==> config.mk <==
export PLATFORM = sky130hd
export DESIGN_NAME = uart_rx_fmt
export DESIGN_NICKNAME = d
export VERILOG_FILES = /design/src/rtl/uart_rx_fmt_pkg.sv /design/src/rtl/uart_rx_sync.sv /design/src/rtl/uart_rx_engine.sv /design/src/rtl/uart_rx_hold.sv /design/src/rtl/uart_rx_fmt.sv
export SDC_FILE = /design/constraint.sdc
export NUM_CORES = 1
export LEC_CHECK = 0
export BUFFER_PORTS_ARGS = -buffer_cell sky130_fd_sc_hd__buf_2
export CAP_MARGIN = 20
export CORE_MARGIN = 8
export CORE_UTILIZATION = 60
export CTS_BUF_LIST = sky130_fd_sc_hd__clkbuf_4 sky130_fd_sc_hd__clkbuf_8
export CTS_CLUSTER_SIZE = 25
export DETAILED_ROUTE_END_ITERATION = 8
export PLACE_DENSITY = 0.8
export SYNTH_ARGS = -nofsm -noshare
export SYNTH_HDL_FRONTEND = slang
export SYNTH_SLANG_ARGS = --single-unit
==> constraint.sdc <==
create_clock -name clk -period 2.15 [get_ports clk]
set_input_delay 0.1075 -clock clk [delete_from_list [all_inputs] [get_ports clk]]
set_output_delay 0.1075 -clock clk [all_outputs]
set_load 0.02 [all_outputs]
==> src/rtl/uart_rx_fmt_pkg.sv <==
package uart_rx_fmt_pkg;

   typedef enum logic [2:0] {
      RXS_IDLE   = 3'd0,
      RXS_START  = 3'd1,
      RXS_DATA   = 3'd2,
      RXS_PARITY = 3'd3,
      RXS_STOP   = 3'd4
   } rx_state_e;

   // error status captured with each completed character
   typedef struct packed {
      logic par_err;
      logic frm_err;
   } rx_flags_t;

endpackage

==> src/rtl/uart_rx_sync.sv <==
module uart_rx_sync #(
   parameter int unsigned STAGES    = 2,
   parameter logic        RESET_VAL = 1'b1
) (
   input  logic clk,
   input  logic rst_n,
   input  logic d_async,
   output logic q_sync
);

   if (STAGES < 2) begin : g_bad_stages
      $error("uart_rx_sync: STAGES must be at least 2");
   end

   logic [STAGES-1:0] pipe;

   for (genvar g = 0; g < STAGES; g++) begin : g_stage
      if (g == 0) begin : g_first
         always_ff @(posedge clk or negedge rst_n) begin
            if (!rst_n) pipe[0] <= RESET_VAL;
            else        pipe[0] <= d_async;
         end
      end else begin : g_next
         always_ff @(posedge clk or negedge rst_n) begin
            if (!rst_n) pipe[g] <= RESET_VAL;
            else        pipe[g] <= pipe[g-1];
         end
      end
   end

   assign q_sync = pipe[STAGES-1];

endmodule

==> src/rtl/uart_rx_engine.sv <==
module uart_rx_engine
   import uart_rx_fmt_pkg::*;
#(
   parameter int unsigned OVERSAMPLE = 16,
   parameter int unsigned MIN_BITS   = 5,
   parameter int unsigned MAX_BITS   = 8,
   parameter int unsigned WLEN_W     = 2,
   parameter bit          HAS_PARITY = 1'b1
) (
   input  logic                clk,
   input  logic                rst_n,
   input  logic                tick,
   input  logic                line,
   input  logic [WLEN_W-1:0]   wlen,
   input  logic                par_en,
   input  logic                par_odd,
   output logic                done,
   output logic [MAX_BITS-1:0] word,
   output rx_flags_t           flags
);

   localparam int unsigned CNT_W = $clog2(OVERSAMPLE);
   localparam int unsigned IDX_W = (MAX_BITS > 1) ? $clog2(MAX_BITS) : 1;
   localparam logic [CNT_W-1:0] CNT_MID  = CNT_W'(OVERSAMPLE/2 - 1);
   localparam logic [CNT_W-1:0] CNT_LAST = CNT_W'(OVERSAMPLE - 1);

   if (OVERSAMPLE < 4 || (OVERSAMPLE % 2) != 0) begin : g_bad_os
      $error("uart_rx_engine: OVERSAMPLE must be even and at least 4");
   end
   if (MIN_BITS < 1 || MIN_BITS + (1 << WLEN_W) - 1 > MAX_BITS) begin : g_bad_len
      $error("uart_rx_engine: word-length code range exceeds MAX_BITS");
   end

   rx_state_e            state;
   logic [CNT_W-1:0]     cnt;
   logic [IDX_W-1:0]     idx;
   logic [IDX_W-1:0]     last_idx;
   logic [MAX_BITS-1:0]  shreg;
   logic                 par_acc;
   logic                 par_bad;
   logic                 line_prev;
   logic                 par_active;
   logic                 at_mid;
   logic                 at_last;

   // parity hardware may be left out; the enable then reads as off
   if (HAS_PARITY) begin : g_par
      assign par_active = par_en;
   end else begin : g_nopar
      logic unused_par;
      assign unused_par = par_en ^ par_odd;
      assign par_active = 1'b0;
   end

   assign last_idx = IDX_W'(MIN_BITS - 1) + IDX_W'(wlen);
   assign at_mid   = (cnt == CNT_MID);
   assign at_last  = (cnt == CNT_LAST);

   always_ff @(posedge clk or negedge rst_n) begin
      if (!rst_n) begin
         state     <= RXS_IDLE;
         cnt       <= '0;
         idx       <= '0;
         shreg     <= '0;
         par_acc   <= 1'b0;
         par_bad   <= 1'b0;
         line_prev <= 1'b1;
         done      <= 1'b0;
         word      <= '0;
         flags     <= '0;
      end else begin
         done <= 1'b0;
         if (tick) begin
            line_prev <= line;
            unique case (state)
               RXS_IDLE: begin
                  if (line_prev && !line) begin
                     state <= RXS_START;
                     cnt   <= '0;
                  end
               end
               RXS_START: begin
                  if (at_mid) begin
                     cnt <= '0;
                     if (line) begin
                        state <= RXS_IDLE;          // glitch, not a start
                     end else begin
                        state   <= RXS_DATA;
                        idx     <= '0;
                        shreg   <= '0;
                        par_acc <= 1'b0;
                        par_bad <= 1'b0;
                     end
                  end else begin
                     cnt <= cnt + 1'b1;
                  end
               end
               RXS_DATA: begin
                  if (at_last) begin
                     cnt        <= '0;
                     shreg[idx] <= line;
                     par_acc    <= par_acc ^ line;
                     if (idx == last_idx) begin
                        state <= par_active ? RXS_PARITY : RXS_STOP;
                     end else begin
                        idx <= idx + 1'b1;
                     end
                  end else begin
                     cnt <= cnt + 1'b1;
                  end
               end
               RXS_PARITY: begin
                  if (at_last) begin
                     cnt     <= '0;
                     par_bad <= par_acc ^ line ^ par_odd;
                     state   <= RXS_STOP;
                  end else begin
                     cnt <= cnt + 1'b1;
                  end
               end
               RXS_STOP: begin
                  if (at_last) begin
                     cnt           <= '0;
                     done          <= 1'b1;
                     word          <= shreg;
                     flags.frm_err <= ~line;
                     flags.par_err <= par_active & par_bad;
                     state         <= RXS_IDLE;
                  end else begin
                     cnt <= cnt + 1'b1;
                  end
               end
               default: state <= RXS_IDLE;
            endcase
         end
      end
   end

endmodule

==> src/rtl/uart_rx_hold.sv <==
module uart_rx_hold
   import uart_rx_fmt_pkg::*;
#(
   parameter int unsigned MAX_BITS = 8
) (
   input  logic                clk,
   input  logic                rst_n,
   input  logic                done,
   input  logic [MAX_BITS-1:0] word,
   input  rx_flags_t           flags,
   input  logic                rd_ack,
   output logic [MAX_BITS-1:0] data_q,
   output logic                ready_q,
   output logic                par_err_q,
   output logic                frm_err_q,
   output logic                ovr_err_q
);

   always_ff @(posedge clk or negedge rst_n) begin
      if (!rst_n) begin
         data_q    <= '0;
         ready_q   <= 1'b0;
         par_err_q <= 1'b0;
         frm_err_q <= 1'b0;
         ovr_err_q <= 1'b0;
      end else if (done) begin
         // a read in the same cycle counts as taken before the new word
         data_q    <= word;
         ready_q   <= 1'b1;
         par_err_q <= flags.par_err;
         frm_err_q <= flags.frm_err;
         ovr_err_q <= ready_q & ~rd_ack;
      end else if (rd_ack) begin
         ready_q <= 1'b0;
      end
   end

endmodule

==> src/rtl/uart_rx_fmt.sv <==
module uart_rx_fmt
   import uart_rx_fmt_pkg::*;
#(
   parameter int unsigned OVERSAMPLE  = 16,
   parameter int unsigned SYNC_STAGES = 2,
   parameter int unsigned MIN_BITS    = 5,
   parameter int unsigned MAX_BITS    = 8,
   parameter int unsigned WLEN_W      = 2,
   parameter bit          HAS_PARITY  = 1'b1
) (
   input  logic                clk,
   input  logic                rst_n,
   input  logic                sample_en,
   input  logic                rxd,
   input  logic [WLEN_W-1:0]   cfg_wlen,
   input  logic                cfg_par_en,
   input  logic                cfg_par_odd,
   input  logic                rd_ack,
   output logic [MAX_BITS-1:0] rx_data,
   output logic                rx_ready,
   output logic                err_parity,
   output logic                err_frame,
   output logic                err_overrun
);

   logic                line_s;
   logic                char_done;
   logic [MAX_BITS-1:0] char_word;
   rx_flags_t           char_flags;

   uart_rx_sync #(
      .STAGES    (SYNC_STAGES),
      .RESET_VAL (1'b1)
   ) i_sync (
      .clk     (clk),
      .rst_n   (rst_n),
      .d_async (rxd),
      .q_sync  (line_s)
   );

   uart_rx_engine #(
      .OVERSAMPLE (OVERSAMPLE),
      .MIN_BITS   (MIN_BITS),
      .MAX_BITS   (MAX_BITS),
      .WLEN_W     (WLEN_W),
      .HAS_PARITY (HAS_PARITY)
   ) i_engine (
      .clk     (clk),
      .rst_n   (rst_n),
      .tick    (sample_en),
      .line    (line_s),
      .wlen    (cfg_wlen),
      .par_en  (cfg_par_en),
      .par_odd (cfg_par_odd),
      .done    (char_done),
      .word    (char_word),
      .flags   (char_flags)
   );

   uart_rx_hold #(
      .MAX_BITS (MAX_BITS)
   ) i_hold (
      .clk       (clk),
      .rst_n     (rst_n),
      .done      (char_done),
      .word      (char_word),
      .flags     (char_flags),
      .rd_ack    (rd_ack),
      .data_q    (rx_data),
      .ready_q   (rx_ready),
      .par_err_q (err_parity),
      .frm_err_q (err_frame),
      .ovr_err_q (err_overrun)
   );

endmodule

==> PnR_summary.wiki <==
{| class="wikitable"
! Metric !! Value
|-
| Signal arrival time at the worst endpoint || 1890 ps
|-
| Worst EP required || 2340 ps
|-
| Multiplexer area fraction after synthesis || 0.07367
|-
| Flop and latch count out of synthesis || 46
|-
| TritonRoute pass-1 iters || 4
|-
| NumNets Final || 252
|-
| Post-CTS Hold Fix Bufs || 2
|-
| Maximum buffer depth of the clock tree || 2
|-
| Post-synthesis share of cell area spent on xor and xnor gates || 0.01539
|-
| Total routing usage reported by global routing || 0.1525
|-
| Count of yosys warnings during synthesis || 0
|-
| Maximum fanout encountered on the critical timing path || 14
|-
| Unrepaired setup endpoints after global routing || false
|-
| Post-synth design cell area || 2276 sq um
|-
| RD Place Congestion || 0.8989
|-
| Diode insertion count for antenna repair || 0
|-
| Number of cells in the design after placement || 280
|-
| Ratio of total power to cell area || 916.4 nW/um^2
|-
| Number of setup violations in the final report || 0
|-
| # rows || 22
|-
| Average wire per cell in the routed design || 14.46 um
|-
| Max_cap viols || 0
|-
| Pre-CTS setup slack || 478.2 ps
|-
| Remaining antenna violation count after routing || 0
|-
| Total wirelength of the detailed-routed design || 4193 um
|-
| CTS Root Buffer Type || clkbuf_8
|-
| Dominant synthesized flop cell || dfrtp_1
|-
| Port Buf Inserts || 20
|-
| Core region area || 3661 sq um
|-
| Initial cell density of the core || 0.6217
|-
| Via Count || 1618
|-
| Number of antenna violations at the first check in global routing || 0
|-
| Peak ir drop on the vdd network || 0.5226 mV
|-
| DRT iter0 DRCs || 74
|-
| Fin Clk Skew || 7.721 ps
|-
| Cells after Synth || 220
|-
| Number of failing hold endpoints at the final stage || 0
|-
| Yosys top cell by area || dfrtp_1
|-
| Largest family of logic cells by synthesized area || simple AND/OR/NAND/NOR gates
|-
| Crit Path Category || register to register
|-
| Path category of the worst min-delay check || input pin to register
|-
| Mean cell area of the mapped netlist || 10.35 sq um
|-
| Clock-pin slew of the registers on the worst-case setup and hold paths || 80 ps
|-
| FMAX || 586.9 MHz
|-
| Clock Latency Late Sink || 300 ps
|-
| Sum of net half-perimeters after detailed placement || 3118 um
|-
| Max transition margin || 0.6343
|-
| Vias in the first global route || 1635
|-
| Post-CTS setup repair buffer count || 0
|-
| Number of instances resized during post-cts repair || 0
|-
| Share of cells above drive strength 1 || 0.2810
|-
| DR DRC count || 0
|-
| Post-synth EDFFs || 0
|-
| Share of the synthesized area in compound gates (AO/OA/AOI/OAI) || 0.1424
|-
| Clock tree from TritonCTS || built
|-
| Setup WS post-layout || 446.1 ps
|-
| Area share of fa/ha/maj cells after synthesis || 0.01100
|-
| Post-route core utilization || 0.6818
|-
| GR Overflow Total || 0
|-
| Fraction of the yosys area taken by sequential cells || 0.5074
|-
| Proportion of synthesized flip-flops having asynchronous set or reset || 1.000
|-
| Nature of the critical path startpoint || register
|-
| Global-route wire length before repair || 7514 um
|-
| Height of the die || 77.59 um
|-
| Fraction of synthesized cell area taken by the top area cell type || 0.4728
|-
| Largest net degree at the start of global routing || 23
|-
| Area of the die || 6020 sq um
|-
| Clock period minus final worst setup slack || 1704 ps
|-
| Number of nets produced by synthesis || 231
|-
| Synth-to-layout area growth || 9.675%
|-
| Number of sinks driven by the clock tree || 46
|-
| Count of placed standard cells in the final layout, fillers left out || 290
|-
| Kind of end point of the critical path || register
|-
| Final-layout setup total negative slack || 0 ps
|-
| Path depth of the worst reg2reg path || 5
|-
| Deepest level of the CTS H-tree || 2
|-
| Die span in x || 77.59 um
|-
| Post-DR vias/cell || 5.579
|-
| Final worst path period share || 0.7925
|-
| Number of top-level pins || 21
|-
| Unique cell type count in the Yosys netlist || 58
|-
| Synthesized-area fraction occupied by and/or/nand/nor cells || 0.2040
|-
| Worst hold stages || 3
|-
| Slew at the pin closest to its max-slew limit || 544.3 ps
|-
| Leading cell types by count after synthesis || dfrtp_1, nand2_1, o21ai_1
|-
| Leakage || 1.239 nW
|-
| Max-slew violation total from the final report || 0
|-
| Largest cells by area after synthesis || dfrtp_1, nand2_1, mux2_2, o21ai_1, dfstp_2
|-
| TritonCTS Buffers || 5
|-
| Status || finished clean
|}
## through the flow
| step | cell area, sq um | hold slack, ps | power, mW |
|---|---|---|---|
| floorplan | 2276 | -188.1 | 1.662 |
| global placement | 2384 | 89.27 | 1.745 |
| detailed placement | 2384 | 97.74 | 1.766 |
| CTS | 2496 | 76.29 | 2.311 |
| global route | 2496 | 111.5 | 2.445 |
| finish | 2496 | 86.06 | 2.287 |
## flip-flops by register name, indices dropped and copies added, names as in the netlist
name,cells
i_engine.par_acc,1
i_engine.cnt,4
i_sync.pipe,1
i_hold.data_q,8
i_engine.done,1
i_hold.frm_err_q,1
i_engine.line_prev,1
i_sync.q_sync,1
i_engine.shreg,8
i_hold.par_err_q,1
i_engine.word,8
i_engine.state,3
i_engine.par_bad,1
i_hold.ovr_err_q,1
i_engine.idx,3
i_engine.flags,2
i_hold.ready_q,1
## routing by layer
layer,share of wire,global-route usage
met5,0,0
met4,0.019,0.07170
met3,0.050,0.05069
met2,0.47,0.2348
met1,0.46,0.1888
## worst max-delay path, cell delays in order (launching register included)
cell	delay, ps
dfrtp_1	590
nor3b_2	300
o21ai_1	100
and3_4	170
nor2_4	130
mux2_4	300
## worst paths after layout
kind	slack (ps)	endpoint	start
worst min-delay path	90	i_engine.par_bad	cfg_par_odd
worst max-delay path	450	i_engine.state[0]	i_engine.state[0]
worst max register to register	450	i_engine.state[0]	i_engine.state[0]
worst min register to register	360	i_sync.q_sync	i_sync.pipe[0]
min in group asynchronous	290	i_engine.flags[0]	rst_n
max in group asynchronous	1310	i_engine.word[7]	rst_n
## cells in the final DEF, fill, tap and decap left out, types with 4 or more instances in the layout
cell	instances
a21oi_1	7
buf_2	20
clkbuf_8	5
dfrtp_1	43
inv_1	5
mux2_2	10
mux2i_1	4
nand2_1	43
nand3_1	4
nor2_1	11
nor3_1	4
o21ai_0	8
o21ai_1	16
## final cells by class
cell class	count	area (sq um)
clock buffers	5	68.82
inverters	8	30.03
multi-input cells	155	1016
well taps	48	60.06
fillers	288	1165
repair buffers	25	142.6
flip-flops and latches	46	1155
clock inverters	3	23.77
## cell families after synthesis
logic type      count (synthesis)
simple gates                   86
buf+inv                        19
flops                          46
compound gates                 48
fa+ha+maj                       2
mux                            15
xor+xnor                        4
## power breakdown
group	total, mW	internal [mW]	switching (mW)
registers	1.10	0.944	0.160
logic	0.652	0.289	0.363
clock network	0.532	0.232	0.299
Note: power is estimated with default switching activity, not from simulation.
